## src/rtl/dsc_pkg.sv

```systemverilog
package dsc_pkg;

    // Idle level of both strobe inputs: strobes rest high.
    localparam logic STROBE_IDLE = 1'b1;

    // Synchronized view of one strobe.
    typedef struct packed {
        logic level;  // synchronized level
        logic rise;   // one-cycle pulse on a 0 -> 1 transition
    } strobe_t;

    // Action the counter takes at the next clock edge.
    typedef enum logic [1:0] {
        ACT_HOLD  = 2'd0,
        ACT_CLEAR = 2'd1,
        ACT_LOAD  = 2'd2,
        ACT_STEP  = 2'd3
    } act_e;

    // Direction of a qualified step.
    typedef enum logic [1:0] {
        DIR_NONE = 2'd0,
        DIR_UP   = 2'd1,
        DIR_DOWN = 2'd2
    } dir_e;

    // Priority decode: clear, then load, then counting.
    function automatic act_e pick_action(input logic clr, input logic ld_n, input dir_e dir);
        if (clr)
            return ACT_CLEAR;
        else if (!ld_n)
            return ACT_LOAD;
        else if (dir != DIR_NONE)
            return ACT_STEP;
        else
            return ACT_HOLD;
    endfunction

    // A step needs exactly one edge, and the opposite strobe must rest high.
    function automatic dir_e pick_dir(input strobe_t up, input strobe_t dn);
        if (up.rise && !dn.rise && dn.level)
            return DIR_UP;
        else if (dn.rise && !up.rise && up.level)
            return DIR_DOWN;
        else
            return DIR_NONE;
    endfunction

endpackage

```

## src/rtl/strobe_sync.sv

```systemverilog
module strobe_sync
    import dsc_pkg::*;
#(
    parameter int STAGES = 2
) (
    input  logic    clk,
    input  logic    rst,
    input  logic    raw,
    output strobe_t strobe
);
    localparam int LAST = STAGES - 1;

    logic [LAST:0] chain;
    logic          hist;

    generate
        if (STAGES == 1) begin : g_single
            always_ff @(posedge clk) begin
                if (rst) chain <= STROBE_IDLE;
                else     chain <= raw;
            end
        end else begin : g_multi
            always_ff @(posedge clk) begin
                if (rst) chain <= {STAGES{STROBE_IDLE}};
                else     chain <= {chain[LAST-1:0], raw};
            end
        end
    endgenerate

    always_ff @(posedge clk) begin
        if (rst) hist <= STROBE_IDLE;
        else     hist <= chain[LAST];
    end

    assign strobe.level = chain[LAST];
    assign strobe.rise  = chain[LAST] & ~hist;

    AST_EDGE_SINGLE: assert property (@(posedge clk) disable iff (rst)
        strobe.rise |=> !strobe.rise);

endmodule

```

## src/rtl/count_core.sv

```systemverilog
module count_core
    import dsc_pkg::*;
#(
    parameter int WIDTH = 4
) (
    input  logic             clk,
    input  logic             rst,
    input  logic             clear,
    input  logic             load_n,
    input  logic [WIDTH-1:0] preset_d,
    input  strobe_t          up,
    input  strobe_t          dn,
    output logic [WIDTH-1:0] count
);
    localparam logic [WIDTH-1:0] ONE = WIDTH'(1);

    dir_e             dir;
    act_e             act;
    logic [WIDTH-1:0] next_count;

    always_comb begin
        dir = pick_dir(up, dn);
        act = pick_action(clear, load_n, dir);
        unique case (act)
            ACT_CLEAR: next_count = '0;
            ACT_LOAD:  next_count = preset_d;
            ACT_STEP:  next_count = (dir == DIR_UP) ? count + ONE : count - ONE;
            default:   next_count = count;
        endcase
    end

    always_ff @(posedge clk) begin
        if (rst) count <= '0;
        else     count <= next_count;
    end

    AST_CLEAR_ZERO: assert property (@(posedge clk) disable iff (rst)
        clear |=> count == '0);

    AST_LOAD_TRACK: assert property (@(posedge clk) disable iff (rst)
        (!clear && !load_n) |=> count == $past(preset_d));

    AST_UP_STEP: assert property (@(posedge clk) disable iff (rst)
        (!clear && load_n && up.rise && !dn.rise && dn.level)
        |=> count == $past(count) + ONE);

    AST_DOWN_STEP: assert property (@(posedge clk) disable iff (rst)
        (!clear && load_n && dn.rise && !up.rise && up.level)
        |=> count == $past(count) - ONE);

    AST_NO_CROSS: assert property (@(posedge clk) disable iff (rst)
        (!clear && load_n && ((up.rise && !dn.level) || (dn.rise && !up.level)))
        |=> $stable(count));

    AST_BOTH_EDGES: assert property (@(posedge clk) disable iff (rst)
        (!clear && load_n && up.rise && dn.rise) |=> $stable(count));

    AST_IDLE_HOLD: assert property (@(posedge clk) disable iff (rst)
        (!clear && load_n && !up.rise && !dn.rise) |=> $stable(count));

endmodule

```

## src/rtl/lookahead.sv

```systemverilog
module lookahead #(
    parameter int WIDTH = 4
) (
    input  logic [WIDTH-1:0] count,
    input  logic             up_level,
    input  logic             dn_level,
    output logic             carry_n,
    output logic             borrow_n
);
    localparam logic [WIDTH-1:0] TOP = {WIDTH{1'b1}};

    always_comb begin
        carry_n  = ~((count == TOP) & ~up_level);
        borrow_n = ~((count == '0)  & ~dn_level);
    end

endmodule

```

## src/rtl/dual_strobe_counter.sv

```systemverilog
module dual_strobe_counter
    import dsc_pkg::*;
#(
    parameter int WIDTH       = 4,
    parameter int SYNC_STAGES = 2
) (
    input  logic             clk,
    input  logic             rst,
    input  logic             up_strobe,
    input  logic             down_strobe,
    input  logic             load_n,
    input  logic             clear,
    input  logic [WIDTH-1:0] preset_d,
    output logic [WIDTH-1:0] count_q,
    output logic             carry_n,
    output logic             borrow_n
);
    strobe_t up_s;
    strobe_t dn_s;

    strobe_sync #(.STAGES(SYNC_STAGES)) u_up_sync (
        .clk    (clk),
        .rst    (rst),
        .raw    (up_strobe),
        .strobe (up_s)
    );

    strobe_sync #(.STAGES(SYNC_STAGES)) u_dn_sync (
        .clk    (clk),
        .rst    (rst),
        .raw    (down_strobe),
        .strobe (dn_s)
    );

    count_core #(.WIDTH(WIDTH)) u_core (
        .clk      (clk),
        .rst      (rst),
        .clear    (clear),
        .load_n   (load_n),
        .preset_d (preset_d),
        .up       (up_s),
        .dn       (dn_s),
        .count    (count_q)
    );

    lookahead #(.WIDTH(WIDTH)) u_look (
        .count    (count_q),
        .up_level (up_s.level),
        .dn_level (dn_s.level),
        .carry_n  (carry_n),
        .borrow_n (borrow_n)
    );

    AST_RESET_STATE: assert property (@(posedge clk)
        $past(rst) |-> (count_q == '0 && carry_n && borrow_n));

endmodule

```

## config.mk

```make
export PLATFORM = sky130hd
export DESIGN_NAME = dual_strobe_counter
export DESIGN_NICKNAME = d
export VERILOG_FILES = /design/src/rtl/dsc_pkg.sv /design/src/rtl/strobe_sync.sv /design/src/rtl/count_core.sv /design/src/rtl/lookahead.sv /design/src/rtl/dual_strobe_counter.sv
export SDC_FILE = /design/constraint.sdc
export NUM_CORES = 1
export LEC_CHECK = 0
export ABC_AREA = 1
export BUFFER_PORTS_ARGS = -buffer_cell sky130_fd_sc_hd__buf_2
export CAP_MARGIN = 10
export CORE_MARGIN = 2
export CORE_UTILIZATION = 45
export DETAILED_ROUTE_END_ITERATION = 10
export GPL_TIMING_DRIVEN = 0
export PLACE_DENSITY = 0.76
export REMOVE_ABC_BUFFERS = 1
export SYNTH_ARGS = -nofsm -noshare
export SYNTH_HDL_FRONTEND = slang
export SYNTH_HIERARCHICAL = 1
export SYNTH_SLANG_ARGS = --single-unit
```

## constraint.sdc

```tcl
create_clock -name clk -period 1.72 [get_ports clk]
set_input_delay 0.172 -clock clk [delete_from_list [all_inputs] [get_ports clk]]
set_output_delay 0.172 -clock clk [all_outputs]
set_load 0.005 [all_outputs]
```

; ---- After elaboration in Yosys (flattened, before gate mapping)
; Index checks and enable logic that the tools add are counted.
; W data, S select, Z words.
[word_totals]
regBits = 10
out_inout_bits = 6
[op_classes]
n_reduce_logical = 9
eq_ne = 5
n_addsub = 2
n_mux = 7
bitwise = 10
[ops]
columns = op, n
row1 = $pmux W4 S3, 1
row2 = $mux W2, 5
row3 = $not A1 Y1, 6
row4 = $add A4 B1 Y4 const B, 1
row5 = $and A1 B1 Y1, 4
row6 = $eq A2 B1 Y1 const B, 2
row7 = $eq A2 B2 Y1 const B, 2
row8 = $eq A4 B4 Y1 const B, 1
row9 = $logic_and A1 B1 Y1, 4
row10 = $logic_not A4 Y1, 1
row11 = $mux W4, 1
row12 = $sub A4 B1 Y4 const B, 1
row13 = $reduce_bool A3 Y1, 1
row14 = $logic_not A1 Y1, 2
row15 = $reduce_bool A2 Y1, 1

; ---- Logic depth before layout (Yosys ltp)
[depth]
ltp_word = 13
ltp_mapped = 11

; ---- Modules after synthesis
; Netlist, hierarchy kept.
[modules_own_cells]
columns = mod, cells_each, instances, area_per_inst_um2
row1 = count_core, 61, 1, 405.4
row2 = strobe_sync, 12, 2, 100.1
row3 = lookahead, 9, 1, 35.0

; ---- Worst setup path before layout
; OpenSTA, ideal clock, no wires.
[synth_path]
path_kind = flip-flop to flip-flop
startpoint = reg u_up_sync.chain[1]
endpoint = reg u_core.count[3]
path_stages_with_launch = 11
path_buffers = 0
synth_period_minus_slack_ps = 1499
setup_slack_ps = 221
arrival_ps = 1383
setup_time_ps = 116
cell_sequence = dfxtp_1 inv_1 nor2_2 nand3_4 ha_1 nand2_1 nand2_1 nor2_1 nand3_1 nand3_2 a21oi_2
[synth_rtl]
columns = item, line_no
row1 = "start, declared", strobe_sync.sv:13  ; logic [LAST:0] chain;
row2 = "start signal, assigned", strobe_sync.sv:24  ; if (rst) chain <= {STAGES{STROBE_IDLE}};
row3 = "start signal, assigned", strobe_sync.sv:25  ; else chain <= {chain[LAST-1:0], raw};
row4 = "end signal, assigned", count_core.sv:34  ; else count <= next_count;
row5 = "end, declared", count_core.sv:13  ; output logic [WIDTH-1:0] count

==> impl_metrics.prom <==
# TYPE chip_impl_metric gauge
chip_impl_metric{name="clk-insertion-delay-late",unit="ns"} 0.26
chip_impl_metric{name="hpwl",unit="um"} 974
chip_impl_metric{name="die_w",unit="um"} 41.7
chip_impl_metric{name="remaining_drc_errors",unit=""} 0
chip_impl_metric{name="cp_max_fo",unit=""} 5
chip_impl_metric{name="boundaryPins",unit=""} 16
chip_impl_info{name="cts_root_buf",value="clkbuf_4"} 1
chip_impl_metric{name="achievable-frequency",unit="MHz"} 614
chip_impl_metric{name="worstMarginPinSlew",unit="ns"} 0.241
chip_impl_metric{name="worst_ir_drop_vdd",unit="mV"} 0.507
chip_impl_metric{name="die_height",unit="um"} 41.7
chip_impl_metric{name="total_leakage_power",unit="uW"} 0.000438
chip_impl_metric{name="slew_headroom",unit="%"} 83.9
chip_impl_metric{name="number_of_global_route_vias_before_repair",unit=""} 483
chip_impl_metric{name="clock_sinks",unit=""} 10
chip_impl_info{name="hold_path.class",value="input pin to register"} 1
chip_impl_metric{name="placement.setup.worst_slack",unit="ns"} -0.0194
chip_impl_metric{name="drt-initial-drc-count",unit=""} 9
chip_impl_info{name="worst-setup-path-type",value="register to register"} 1
chip_impl_metric{name="postRouteAntennaNets",unit=""} 0
chip_impl_metric{name="synth.yosys.warnings",unit=""} 6
chip_impl_metric{name="design.final.nets",unit=""} 128
chip_impl_info{name="layout_commonest_cell",value="nand2_1"} 1
chip_impl_metric{name="power.total",unit="uW"} 537
chip_impl_metric{name="postRouteWirelength",unit="um"} 1250
chip_impl_metric{name="drt-wirelength-per-cell",unit="um"} 9.68
chip_impl_metric{name="layout_setup_ws",unit="ns"} 0.0905
chip_impl_metric{name="maximum_level_of_the_cts_h_tree",unit=""} 1
chip_impl_info{name="top_cell_by_count_worst_path",value="inv_1"} 1
chip_impl_metric{name="route.detailed.vias_per_inst",unit=""} 4.43
chip_impl_info{name="cts_tree",value="yes"} 1
chip_impl_metric{name="finalWorstPathRequiredPeriod",unit="ns"} 1.63
chip_impl_metric{name="worstPathRequired",unit="ns"} 1.88
chip_impl_metric{name="finalHoldViolCount",unit=""} 0
chip_impl_info{name="mostFrequentLayoutCells",value="nand2_1 (25), inv_1 (22), buf_2 (15)"} 1
chip_impl_metric{name="avgSynthCellArea",unit="sq um"} 6.82
chip_impl_metric{name="multi_input_area",unit="sq um"} 340
chip_impl_metric{name="synth_area",unit="sq um"} 641
chip_impl_metric{name="floorplan.die_area",unit="sq um"} 1740
chip_impl_metric{name="detailroute.via_count",unit=""} 571
chip_impl_metric{name="global_route.overflow_total",unit=""} 0
chip_impl_metric{name="port-buffer-count",unit=""} 15
chip_impl_info{name="crit_chain",value="inv_1 > nor2_2 > inv_2 > nand3_4 > inv_1 > fa_1 > inv_1 > nand2_1 > nand3_1 > nand2_1 > inv_1"} 1
chip_impl_metric{name="number_of_antenna_violations_at_the_first_check_in_global_routing",unit=""} 0
chip_impl_info{name="worst_path_dominant_cell_family",value="adder cells"} 1
chip_impl_metric{name="final_weighted_congestion_in_routability_driven_placement",unit=""} 0.756
chip_impl_info{name="status",value="finished, final reports clean"} 1
chip_impl_metric{name="regArea",unit="sq um"} 204
chip_impl_metric{name="grt.total_usage",unit="%"} 15.4
chip_impl_metric{name="final-max-slew-violation-count",unit=""} 0
chip_impl_metric{name="diodes",unit=""} 0
chip_impl_metric{name="distinct_cell_type_count_after_synthesis",unit=""} 18
chip_impl_metric{name="critPathArrivalTime",unit="ns"} 1.79
chip_impl_metric{name="seq_area_frac_synth",unit="%"} 31.3
chip_impl_metric{name="drive_above_1_share",unit="%"} 28.9
chip_impl_metric{name="syn2layout_area_growth",unit="%"} 22.9
chip_impl_metric{name="n_fill_cell",unit=""} 134
chip_impl_metric{name="clkTransAtPathRegs",unit="ns"} 0.06
chip_impl_metric{name="powerDensity",unit="nW/um^2"} 683
chip_impl_metric{name="flop_and_latch_count_out_of_synthesis",unit=""} 10
chip_impl_metric{name="core_area",unit="sq um"} 1320
chip_impl_metric{name="numCtsBuffers",unit=""} 3
chip_impl_metric{name="finalSetupViolations",unit=""} 0
chip_impl_info{name="unrepaired_setup_endpoints_after_global_routing",value="yes"} 1
chip_impl_info{name="startpoint_type",value="register"} 1
chip_impl_info{name="endpoint_kind",value="register"} 1
chip_impl_metric{name="final.setup_skew",unit="ns"} 0.00183
chip_impl_metric{name="cp_num_buf_inv",unit=""} 5
chip_impl_metric{name="syn-instance-count",unit=""} 94
chip_impl_metric{name="rows",unit=""} 13
chip_impl_metric{name="grt_max_degree",unit=""} 8
chip_impl_metric{name="maxCapViolations",unit=""} 0
chip_impl_metric{name="ctsLongestPathBuffers",unit=""} 2
chip_impl_metric{name="floorplan.initialDensity",unit="%"} 48.6
chip_impl_metric{name="slowest_delay",unit="ns"} 0.47
chip_impl_metric{name="layout_worst_path_cycle_share",unit="%"} 94.7
chip_impl_metric{name="global_route_wire_length_before_repair",unit="um"} 2000
chip_impl_metric{name="timing.setup.tns",unit="ns"} 0
chip_impl_metric{name="drt-pass1-iter-count",unit=""} 4
chip_impl_info{name="cp_slowest_cell",value="fa_1"} 1
==> cell type report <==
class | count | share of cell area [%]
clock buffers | 4 | 4.61
inverters | 24 | 11.4
multi-input cells | 58 | 43.2
flip-flops and latches | 10 | 25.9
well taps | 15 | 2.38
repair buffers | 18 | 12.4
==> Yosys cell counts (all sizes together) <==
library cell	count	area share, %
nor3b	1	1.2
a21oi	1	1.4
nand3	14	14
nor2	11	8.4
dfxtp	10	31
nand2	25	15
ha	2	3.9
xnor2	1	1.4
fa	1	3.1
buf	2	2.3
inv	24	14
a21boi	1	2.9
nand4	1	0.98
==> path summary, 6_finish.rpt <==
kind                                                     from                            end  slack, ns  depth (start not counted)
worst max-delay path            u_dn_sync/chain[1]$_SDFF_PP1_   u_core/count[1]$_SDFFE_PP0P_       0.09                         11
worst min-delay path                                up_strobe  u_up_sync/chain[0]$_SDFF_PP1_       0.09                          3
worst max register to register  u_dn_sync/chain[1]$_SDFF_PP1_   u_core/count[1]$_SDFFE_PP0P_       0.09                         11
worst min register to register  u_up_sync/chain[0]$_SDFF_PP1_  u_up_sync/chain[1]$_SDFF_PP1_       0.41                          2
==> worst register-to-register path, cell delays in order, from the launching register on <==
cell	delay [ns]
dfxtp_4	0.35
inv_1	0.05
nor2_2	0.15
inv_2	0.07
nand3_4	0.10
inv_1	0.06
fa_1	0.47
inv_1	0.04
nand2_1	0.05
nand3_1	0.08
nand2_1	0.07
inv_1	0.03
==> state kept, by name (all words and copies together), names as in the netlist <==
signal	flops
u_up_sync/hist	1
u_core/count	4
u_dn_sync/chain	2
u_up_sync/chain	2
u_dn_sync/hist	1
==> where the power goes <==
| group | internal, uW | total (uW) | switching, uW | leakage (uW) |
|---|---|---|---|---|
| registers | 240 | 249 | 8.82 | 0.0000822 |
| clock network | 128 | 205 | 76.8 | 0.0000210 |
| logic | 37.5 | 83.3 | 45.9 | 0.000334 |
==> stage by stage <==
stage                     util (%)  hold slack [ns]  instances  cell area (sq um)
after global placement        54.6            0.348        122                719
after global routing          59.7           0.0659        129                787
final                         59.7           0.0881        129                787
after CTS                     57.5           0.0769        126                757
after floorplan                  -            0.234         92                626
after detailed placement      54.6            0.354        122                719
==> metal layers <==
layer / up-vias / wire, um / GRT usage [%]
met2: 7 / 636 / 23.1
met3: 2 / 21 / 2.61
met5: - / 0 / 0
li1: 317 / - / -
met4: 0 / 12 / 11.6
met1: 245 / 578 / 19.4
==> what timing repair did <==
action	4_1_cts	5_1_grt
pin swaps	0	3
hold buffers	0	0
endpoints found under the hold margin	0	0
endpoints found under the setup margin	2	3
setup buffers	0	3
gates resized for setup	1	3
==> cell families after synthesis <==
| kind of cell | Yosys count | synth area share (%) |
|---|---|---|
| adder cells (fa/ha/maj) | 3 | 7.03 |
| AO/OA/AOI/OAI | 2 | 4.30 |
| flip-flops | 10 | 31.2 |
| buffers and inverters | 26 | 16.4 |
| AND/OR/NAND/NOR | 52 | 39.6 |
| XOR/XNOR | 1 | 1.37 |
(Power assumes the default switching activity.)
